### src/rtl/hz_pkg.sv
`timescale 1ns/1ps
package hz_pkg;
    localparam int REG_W   = 3;
    localparam int TAG_W   = REG_W + 1;
    localparam int NO_TAG  = 1 << REG_W;
    localparam int INSTR_W = 25;
    localparam int OP_LSB  = 22;
    localparam int RA_LSB  = 19;
    localparam int RB_LSB  = 16;
    localparam int NSTAGE  = 3;
    localparam int POS_W   = $clog2(NSTAGE + 1);
    localparam logic [POS_W-1:0] POS_RF = '1;

    typedef enum logic [2:0] {
        OP_ADD  = 3'd0,
        OP_NAND = 3'd1,
        OP_LW   = 3'd2,
        OP_SW   = 3'd3,
        OP_BEQ  = 3'd4,
        OP_MULT = 3'd5,
        OP_HALT = 3'd6,
        OP_NOOP = 3'd7
    } op_e;

    typedef enum logic [2:0] {
        HZ_NONE    = 3'd0,
        HZ_A       = 3'd1,
        HZ_B       = 3'd2,
        HZ_AB      = 3'd3,
        HZ_LOADUSE = 3'd4
    } hz_class_e;

    typedef enum logic {
        FL_RUN    = 1'b0,
        FL_BUBBLE = 1'b1
    } flow_e;
endpackage

### src/rtl/hz_decode.sv
`timescale 1ns/1ps
module hz_decode
    import hz_pkg::*;
(
    input  logic [2:0]       op_bits,
    input  logic [REG_W-1:0] rb_in,
    input  logic [REG_W-1:0] dst_lo,
    output logic             use_a,
    output logic             use_b,
    output logic [TAG_W-1:0] dest_tag
);
    op_e op;
    assign op = op_e'(op_bits);

    always_comb begin
        use_a    = 1'b1;
        use_b    = 1'b0;
        dest_tag = TAG_W'(NO_TAG);
        unique case (op)
            OP_ADD, OP_NAND, OP_MULT: begin
                use_b    = 1'b1;
                dest_tag = {1'b0, dst_lo};
            end
            OP_LW: begin
                dest_tag = {1'b0, rb_in};
            end
            OP_SW, OP_BEQ: begin
                use_b = 1'b1;
            end
            OP_HALT, OP_NOOP: begin
                use_a = 1'b0;
            end
        endcase
    end
endmodule

### src/rtl/hz_match.sv
`timescale 1ns/1ps
module hz_match #(
    parameter int NST  = 3,
    parameter int TW   = 4,
    parameter int PW   = 2
) (
    input  logic [TW-1:0]          src_tag,
    input  logic                   use_src,
    input  logic [NST-1:0][TW-1:0] stage_tags,
    output logic [PW-1:0]          pos,
    output logic                   hit
);
    // Scan oldest to youngest so the youngest matching stage is written last.
    always_comb begin
        pos = '1;
        for (int i = NST - 1; i >= 0; i--) begin
            if (use_src && (stage_tags[i] == src_tag)) begin
                pos = PW'(i);
            end
        end
    end

    assign hit = (pos != '1);
endmodule

### src/rtl/hz_opnd_mux.sv
`timescale 1ns/1ps
module hz_opnd_mux #(
    parameter int NST = 3,
    parameter int DW  = 32,
    parameter int PW  = 2
) (
    input  logic [PW-1:0]          pos,
    input  logic [DW-1:0]          rf_val,
    input  logic [NST-1:0][DW-1:0] results,
    output logic [DW-1:0]          opnd
);
    always_comb begin
        opnd = rf_val;
        for (int i = 0; i < NST; i++) begin
            if (pos == PW'(i)) begin
                opnd = results[i];
            end
        end
    end
endmodule

### src/rtl/hz_ctrl.sv
`timescale 1ns/1ps
module hz_ctrl
    import hz_pkg::*;
#(
    parameter int DATA_W = 32
) (
    input  logic                        clk,
    input  logic                        rst_n,
    input  logic                        lu_raw,
    input  logic [2:0]                  dec_class,
    input  logic [1:0][POS_W-1:0]       dec_pos,
    input  logic [1:0][DATA_W-1:0]      rf_val,
    output logic                        stall,
    output logic [2:0]                  cur_class,
    output logic [2:0]                  ex_class,
    output logic [1:0][POS_W-1:0]       ex_pos,
    output logic [1:0][DATA_W-1:0]      ex_rf
);
    flow_e     state_q, state_nx;
    hz_class_e cls_now;

    always_ff @(posedge clk) begin
        if (!rst_n) begin
            state_q <= FL_RUN;
        end else begin
            state_q <= state_nx;
        end
    end

    always_comb begin
        state_nx = FL_RUN;
        stall    = 1'b0;
        cls_now  = hz_class_e'(dec_class);
        unique case (state_q)
            FL_RUN: begin
                if (lu_raw) begin
                    stall    = 1'b1;
                    cls_now  = HZ_LOADUSE;
                    state_nx = FL_BUBBLE;
                end
            end
            FL_BUBBLE: begin
                state_nx = FL_RUN;
            end
        endcase
    end

    assign cur_class = cls_now;

    always_ff @(posedge clk) begin
        if (!rst_n) begin
            ex_class <= HZ_NONE;
            ex_pos   <= {POS_RF, POS_RF};
            ex_rf    <= '0;
        end else begin
            ex_rf <= rf_val;
            if (stall) begin
                ex_class <= HZ_LOADUSE;
                ex_pos   <= {POS_RF, POS_RF};
            end else begin
                ex_class <= cls_now;
                ex_pos   <= dec_pos;
            end
        end
    end
endmodule

### src/rtl/hz_fwd_unit.sv
`timescale 1ns/1ps
module hz_fwd_unit
    import hz_pkg::*;
#(
    parameter int DATA_W = 32
) (
    input  logic              clk,
    input  logic              rst_n,
    input  logic [24:0]       dec_instr,
    input  logic              ex_is_load,
    input  logic [3:0]        tag_idex,
    input  logic [3:0]        tag_exmem,
    input  logic [3:0]        tag_memwb,
    input  logic [DATA_W-1:0] res_exmem,
    input  logic [DATA_W-1:0] res_memwb,
    input  logic [DATA_W-1:0] res_wbend,
    input  logic [DATA_W-1:0] rf_a,
    input  logic [DATA_W-1:0] rf_b,
    output logic [3:0]        dec_dest,
    output logic [2:0]        hz_class,
    output logic              stall,
    output logic              bubble_ex,
    output logic [2:0]        ex_class,
    output logic [1:0]        ex_pos_a,
    output logic [1:0]        ex_pos_b,
    output logic [DATA_W-1:0] ex_opnd_a,
    output logic [DATA_W-1:0] ex_opnd_b
);
    localparam int NOPND = 2;

    logic                        use_a, use_b;
    logic [NOPND-1:0]            use_v;
    logic [NOPND-1:0][TAG_W-1:0] src_v;
    logic [NOPND-1:0][POS_W-1:0] pos_v;
    logic [NOPND-1:0]            hit_v;
    logic [NOPND-1:0][POS_W-1:0] ex_pos_v;
    logic [NOPND-1:0][DATA_W-1:0] ex_rf_v;
    logic [NOPND-1:0][DATA_W-1:0] opnd_v;
    logic [NSTAGE-1:0][TAG_W-1:0] tags;
    logic [NSTAGE-1:0][DATA_W-1:0] results;
    logic                        lu_raw;
    logic                        stall_i;
    wire                         unused_offset = ^dec_instr[15:3];

    assign tags    = {tag_memwb, tag_exmem, tag_idex};
    assign results = {res_wbend, res_memwb, res_exmem};

    hz_decode u_dec (
        .op_bits  (dec_instr[OP_LSB+2:OP_LSB]),
        .rb_in    (dec_instr[RB_LSB+REG_W-1:RB_LSB]),
        .dst_lo   (dec_instr[REG_W-1:0]),
        .use_a    (use_a),
        .use_b    (use_b),
        .dest_tag (dec_dest)
    );

    assign use_v = {use_b, use_a};
    assign src_v = {{1'b0, dec_instr[RB_LSB+REG_W-1:RB_LSB]},
                    {1'b0, dec_instr[RA_LSB+REG_W-1:RA_LSB]}};

    generate
        for (genvar g = 0; g < NOPND; g++) begin : g_opnd
            hz_match #(.NST(NSTAGE), .TW(TAG_W), .PW(POS_W)) u_match (
                .src_tag    (src_v[g]),
                .use_src    (use_v[g]),
                .stage_tags (tags),
                .pos        (pos_v[g]),
                .hit        (hit_v[g])
            );
            hz_opnd_mux #(.NST(NSTAGE), .DW(DATA_W), .PW(POS_W)) u_mux (
                .pos     (ex_pos_v[g]),
                .rf_val  (ex_rf_v[g]),
                .results (results),
                .opnd    (opnd_v[g])
            );
        end
    endgenerate

    // A match at position 0 is a match against the decode/execute tag.
    assign lu_raw = ex_is_load && ((pos_v[0] == POS_W'(0)) || (pos_v[1] == POS_W'(0)));

    hz_ctrl #(.DATA_W(DATA_W)) u_ctrl (
        .clk       (clk),
        .rst_n     (rst_n),
        .lu_raw    (lu_raw),
        .dec_class ({1'b0, hit_v[1], hit_v[0]}),
        .dec_pos   (pos_v),
        .rf_val    ({rf_b, rf_a}),
        .stall     (stall_i),
        .cur_class (hz_class),
        .ex_class  (ex_class),
        .ex_pos    (ex_pos_v),
        .ex_rf     (ex_rf_v)
    );

    assign stall     = stall_i;
    assign bubble_ex = stall_i;
    assign ex_pos_a  = ex_pos_v[0];
    assign ex_pos_b  = ex_pos_v[1];
    assign ex_opnd_a = opnd_v[0];
    assign ex_opnd_b = opnd_v[1];
endmodule

### config.mk
export PLATFORM = sky130hd
export DESIGN_NAME = hz_fwd_unit
export DESIGN_NICKNAME = d
export VERILOG_FILES = /design/src/rtl/hz_pkg.sv /design/src/rtl/hz_decode.sv /design/src/rtl/hz_match.sv /design/src/rtl/hz_opnd_mux.sv /design/src/rtl/hz_ctrl.sv /design/src/rtl/hz_fwd_unit.sv
export SDC_FILE = /design/constraint.sdc
export NUM_CORES = 1
export LEC_CHECK = 0
export CAP_MARGIN = 20
export CORE_MARGIN = 2
export CORE_UTILIZATION = 35
export DETAILED_ROUTE_END_ITERATION = 12
export PLACE_DENSITY = 0.81
export RECOVER_POWER = 50
export SYNTH_ARGS = -nofsm -noshare
export SYNTH_HDL_FRONTEND = slang
export SYNTH_SLANG_ARGS = --single-unit
### constraint.sdc
create_clock -name clk -period 1.6 [get_ports clk]
set_input_delay 0.16 -clock clk [delete_from_list [all_inputs] [get_ports clk]]
set_output_delay 0.16 -clock clk [all_outputs]
set_load 0.005 [all_outputs]
==> flow_summary_export.csv, run 1 <==
group,metric,value,unit
global_routing,grt_pass1_wl,21.5,mm
yosys,synth.distinct_cells,30,
cells_and_area,finalInstanceArea,0.00753,mm2
place,io_buffers,266,
die,die-area,0.0119,mm2
cts,root_buffer,"clkbuf_8",
setup_path,critPathLaunch,"u_ctrl.ex_pos[2]$_SDFF_PP1_",
global_routing,grt_pass1_vias,4098,
routing,vias,3760,
sta,slew_violations,0,
cells_and_area,antenna-diode-count,0,
routing,drc,0,
cells_and_area,layout_common_cells,"172 x clkdlybuf4s50_1, 66 x dfxtp_1, 64 x mux4_2",
setup_path,cp-start-kind,"flop",
min_path,hold_start,"rst_n",
setup_path,cp_max_fo,6,
cells_and_area,layout_commonest_cell,"clkdlybuf4s50_1",
die,die_w,109,um
yosys,yosysSeqAreaShare,0.367,
setup_path,crit_required,1440,ps
cts,cts_tree,"yes",
sta,worstMarginPinSlew,626,ps
sta,finalCritPeriodShare,1.16,
sta,fin_ws,-264,ps
cts,path_clk_slew,70,ps
setup_path,cp.arrival,1700,ps
sta,setup_viol,66,
cts,cts_made_buffers,9,
cts,clock-sinks,71,
sta,skew,5.75,ps
run,maxCapViolCount,0,
die,row_count,38,
cells_and_area,syn2layout_area_growth,94.2,%
setup_path,slowest_delay,510,ps
run_status,violations,"setup timing",
setup_path,crit_path_frequent_cell,"buf_12",
die,core_area,0.0108,mm2
die,floorplan.initialDensity,0.358,
yosys,synth_largest_area_cell,"mux4_2",
place,pre_cts_ws,-642,ps
setup_path,r2r-start,"u_ctrl.ex_class[2]$_SDFF_PN0_",
cts,clk_path_buf_depth,2,
power_and_ir_drop,p_leak,0.00324,uW
place,dp.cells,696,
global_routing,antenna_found_initial,0,
cts,cts-htree-levels,3,
cells_and_area,final_cells,757,
yosys,ys_seq_elements,71,
setup_path,path_class,"reg2out",
power_and_ir_drop,ir_drop,431,uV
routing,firstDrtPassIters,4,
yosys,syn_area,0.00388,mm2
place,dp_hpwl,10.4,mm
sta,max_freq,0.537,GHz
sta,setup_tns,-12570,ps
sta,layout_min_cycle_time,1860,ps
routing,wl_per_cell,19.8,um
power_and_ir_drop,power_per_cell_area,630,mW/mm2
die,die_h,109,um
run_status,status,"complete, but fails checks",
global_routing,grt_max_degree,43,
cells_and_area,fill_cells,796,
cells_and_area,drive_above_1_share,0.407,
routing,drt-initial-drc-count,116,
setup_path,crit_family,"multiplexers",
setup_path,path_buf_inv,4,
cts,hold_buffers,0,
min_path,hold_class,"in2reg",
cells_and_area,nNetsFinal,813,
yosys,synthesis.nets,487,
yosys,synth_area_leaders,"mux4_2 37%, dfxtp_1 37%, and2_1 10%, xnor2_1 3.6%, buf_4 1.2%",
place,gp_congestion,0.814,
setup_path,crit_chain,"buf_12, buf_12, buf_4, mux4_2, buf_6",
sta,maxSlewHeadroom,0.583,
power_and_ir_drop,power.total,4740,uW
setup_path,slowest_stage,"mux4_2",
routing,wl,15.0,mm
yosys,avgSynthCellArea,13.5,um2
sta,grt_setup_unrepaired,"yes",
die,ioPinCount,280,
cts,clk-insertion-delay-late,350,ps
yosys,netlist.area_leader.share,0.372,
yosys,postSynthCellCount,287,
global_routing,overflow,0,
place,post_dp_cell_area,0.00690,mm2
sta,finalHoldViolations,0,
global_routing,grtUsageTotal,0.246,
routing,via_per_inst,4.97,
yosys,yosysWarnings,0,
setup_path,critPathCaptureType,"primary output",
routing,antenna_left,0,
==> path summary, 6_finish.rpt <==
path / endpoint / slack [ps] / cells after the start
worst max-delay path: ex_opnd_b[31] / -260 / 5
worst min-delay path: u_ctrl.ex_rf[8]$_SDFF_PN0_ / 270 / 2
worst max register to register: u_ctrl.ex_pos[0]$_SDFF_PP1_ / 270 / 6
worst min register to register: u_ctrl.ex_class[0]$_SDFF_PP0_ / 890 / 4
==> cells by family (layout without fill, tap and decap cells) <==
family                 after synthesis  count (layout)  share of synthesized area
AO/OA/AOI/OAI                       19              19                     0.0362
XOR/XNOR                            18              18                     0.0407
buffers and inverters               26             356                     0.0345
flip-flops                          71              71                      0.367
multiplexers                        65              65                      0.375
AND/OR/NAND/NOR                     88              88                      0.147
==> final cells by class <==
| type | instances | area [um2] | share of cell area |
|---|---|---|---|
| multi-input cells | 190 | 2410 | 0.320 |
| clock inverters | 5 | 50.0 | 0.00665 |
| flip-flops and latches | 71 | 1440 | 0.191 |
| clock buffers | 10 | 128 | 0.0170 |
| repair buffers | 341 | 3330 | 0.442 |
| well taps | 140 | 175 | 0.0233 |
==> sequential cells by signal (all words and copies together) (netlist names) <==
register / flops
u_ctrl.ex_class: 3
u_ctrl.ex_rf: 64
u_ctrl.ex_pos: 4
==> power by group <==
| group | internal (uW) | switching [uW] | total [uW] |
|---|---|---|---|
| clock network | 701 | 658 | 1360 |
| registers | 1860 | 33.0 | 1890 |
| logic | 1030 | 465 | 1500 |
| total | 3590 | 1160 | 4740 |
==> cell usage after synthesis <==
| master | n |
|---|---|
| nand4_1 | 2 |
| a21o_1 | 2 |
| a211o_1 | 2 |
| clkbuf_1 | 8 |
| xor2_1 | 2 |
| nand2b_4 | 1 |
| and4_1 | 3 |
| dfxtp_1 | 71 |
| mux2_2 | 1 |
| buf_6 | 1 |
| o221ai_2 | 1 |
| and2_1 | 65 |
| xnor2_1 | 16 |
| nand4_2 | 1 |
| buf_2 | 5 |
| mux4_2 | 64 |
| nand2_1 | 1 |
| a21oi_2 | 1 |
| and4_4 | 1 |
| nor3b_1 | 1 |
| o2bb2ai_1 | 3 |
| nor2_1 | 2 |
| buf_4 | 6 |
| nor2b_1 | 4 |
| buf_1 | 6 |
| o22ai_2 | 1 |
| o21ai_1 | 1 |
| nand2b_1 | 4 |
| a21oi_1 | 8 |
| or2_1 | 3 |
==> metal layers <==
| layer | routed length (um) | part of all wire | GRT usage |
|---|---|---|---|
| met1 | 5130 | 0.34 | 0.263 |
| met5 | 0 | 0 | 0 |
| met3 | 1280 | 0.085 | 0.0544 |
| met2 | 8220 | 0.55 | 0.465 |
| met4 | 349 | 0.023 | 0.0967 |
==> stage by stage <==
stage / utilization / hold WS [ps]
global route: 0.694 / 289
detailed placement: 0.636 / 543
global placement: 0.636 / 543
floorplan: - / 287
CTS: 0.686 / 153
finish: 0.694 / 273
==> what timing repair did <==
action / 4_1_cts / 5_1_grt
hold endpoints to repair: 0 / 0
buffers inserted: 35 / 10
gates cloned: 7 / 1
setup endpoints to repair: 77 / 70
pin swaps: 10 / 7
gates resized for setup: 362 / 23
Power figures use the tool's default switching activity.
==> run 2, diff against run 1 <==
--- a/config.mk
+++ b/config.mk
@@ -11,6 +11,8 @@
 export DETAILED_ROUTE_END_ITERATION = 12
 export PLACE_DENSITY = 0.81
 export RECOVER_POWER = 50
+export SETUP_SLACK_MARGIN = 0.5
+export SLEW_MARGIN = 20
 export SYNTH_ARGS = -nofsm -noshare
 export SYNTH_HDL_FRONTEND = slang
 export SYNTH_SLANG_ARGS = --single-unit
==> constraint.sdc (replaced) <==
create_clock -name clk -period 1.6 [get_ports clk]
set_input_delay 0.16 -clock clk [delete_from_list [all_inputs] [get_ports clk]]
set_output_delay 0.16 -clock clk [all_outputs]
set_load 0.1 [all_outputs]
==> flow_summary_export.csv, run 2 (synthesis gave the netlist of run 1 again) <==
group,metric,value,unit
run_status,status,"complete, but fails checks",
run_status,violations,"setup timing",
power_and_ir_drop,p_leak,0.00344,uW
cells_and_area,syn2layout_area_growth,119,%
cells_and_area,layout_commonest_cell,"clkdlybuf4s50_1",
global_routing,antenna_found_initial,0,
setup_path,regToRegSetupSlack,230,ps
sta,worstMarginPinSlew,994,ps
cells_and_area,final_util,0.782,
power_and_ir_drop,power_per_cell_area,784,mW/mm2
setup_path,path_class,"reg2out",
cts,clk_path_buf_depth,2,
die,floorplan.initialDensity,0.358,
setup_path,reg2reg_depth,7,
sta,finalHoldViolations,0,
cts,cts-htree-levels,3,
setup_path,cp-start-kind,"flop",
die,row_count,38,
cells_and_area,antenna-diode-count,0,
cells_and_area,nNetsFinal,790,
power_and_ir_drop,ir_drop,479,uV
cells_and_area,drive_above_1_share,0.434,
sta,maxSlewHeadroom,0.337,
place,io_buffers,266,
die,ioPinCount,280,
cells_and_area,final_cells,735,
sta,setup_tns,-16770,ps
cells_and_area,layout_common_cells,"163 x clkdlybuf4s50_1, 89 x buf_12, 65 x dfxtp_1",
run,maxCapViolCount,0,
routing,drc,0,
setup_path,cp_max_fo,4,
cts,clock-sinks,71,
sta,max_freq,0.530,GHz
setup_path,crit_end,"ex_opnd_a[30]",
global_routing,grt_max_degree,27,
global_routing,grt_pass1_wl,22.2,mm
sta,skew,1.20,ps
cts,cts_tree,"yes",
setup_path,cp.arrival,1730,ps
sta,grt_setup_unrepaired,"yes",
cts,cts_made_buffers,9,
cts,clk-insertion-delay-late,350,ps
place,gp_congestion,0.888,
cells_and_area,top_register,"u_ctrl.ex_rf",
routing,antenna_left,0,
sta,slew_violations,0,
cts,hold_buffers,0,
setup_path,reg2reg_to,"u_ctrl.ex_pos[3]$_SDFF_PP1_",
cts,path_clk_slew,70,ps
die,die_w,109,um
routing,vias,3818,
sta,setup_viol,69,
die,die_h,109,um
routing,via_per_inst,5.19,
routing,drt-initial-drc-count,151,
routing,wl_per_cell,22.0,um
cts,root_buffer,"clkbuf_8",
sta,layout_min_cycle_time,1890,ps
cells_and_area,largest_register_ff_count,64,
die,core_area,0.0108,mm2
sta,fin_ws,-289,ps
place,dp.cells,697,
place,post_dp_cell_area,0.00780,mm2
setup_path,r2r-start,"u_ctrl.ex_class[2]$_SDFF_PN0_",
routing,firstDrtPassIters,4,
setup_path,critPathLaunch,"u_ctrl.ex_pos[0]$_SDFF_PP1_",
die,die-area,0.0119,mm2
cells_and_area,finalInstanceArea,0.00848,mm2
place,dp_hpwl,12.0,mm
global_routing,overflow,0,
setup_path,crit_required,1440,ps
sta,finalCritPeriodShare,1.18,
power_and_ir_drop,power.total,6650,uW
routing,wl,16.1,mm
global_routing,grt_pass1_vias,4024,
setup_path,critPathCaptureType,"primary output",
min_path,hold_class,"in2reg",
global_routing,grtUsageTotal,0.258,
cells_and_area,reg_top3,"u_ctrl.ex_rf (64), u_ctrl.ex_pos (4), u_ctrl.ex_class (3)",
-- run 2: metal layers --
layer,wire length [um],vias up,GRT usage
met5,0,-,0
met4,581,0,0.111
met3,1310,43,0.0795
met2,8910,210,0.483
met1,5350,1872,0.263
li1,-,1693,-
-- run 2: worst min-delay path by stage --
stage / start / endpoint / slack, ps / cells past startpoint
finish: dec_instr[23] / u_ctrl.ex_class[1]$_SDFF_PP0_ / 290 / 4
global route: dec_instr[23] / u_ctrl.ex_class[1]$_SDFF_PP0_ / 290 / 4
CTS: dec_instr[23] / u_ctrl.ex_class[1]$_SDFF_PP0_ / 270 / 4
detailed placement: u_ctrl.ex_class[1]$_SDFF_PP0_ / ex_class[1] / 630 / 1
global placement: u_ctrl.ex_class[0]$_SDFF_PP0_ / ex_class[0] / 630 / 1
floorplan: rf_a[0] / u_ctrl.ex_rf[0]$_SDFF_PN0_ / 290 / 1
-- run 2: what timing repair did --
action | in CTS | in global routing
pin swaps | 13 | 6
setup endpoints to repair | 85 | 85
gates resized for setup | 72 | 15
buffers inserted | 12 | 5
cloned | 2 | 3
-- run 2: metrics by stage --
stage | setup slack, ps | hold WS [ps]
2_1_floorplan | -217 | 287
3_3_place_gp | -327 | 630
6_report | -289 | 294
5_1_grt | -339 | 289
3_5_place_dp | -344 | 634
4_1_cts | -304 | 267
-- run 2: critical path: stages (launching register included) --
cell and delay (ps):
dfxtp_4 370, buf_12 130, clkbuf_16 150, mux4_2 540, buf_12 190
-- run 2: power breakdown --
group	switching [uW]	internal, uW
Combinational	1810	1500
Clock	660	781
Sequential	33.6	1860
Total	2510	4140
-- run 2: cell type report --
cell class	instances	area (um2)
repair buffers	318	4060
multi-input cells	190	2600
fillers	623	2360
flip-flops and latches	71	1440
clock buffers	14	194
well taps	140	175
clock inverters	2	10.0
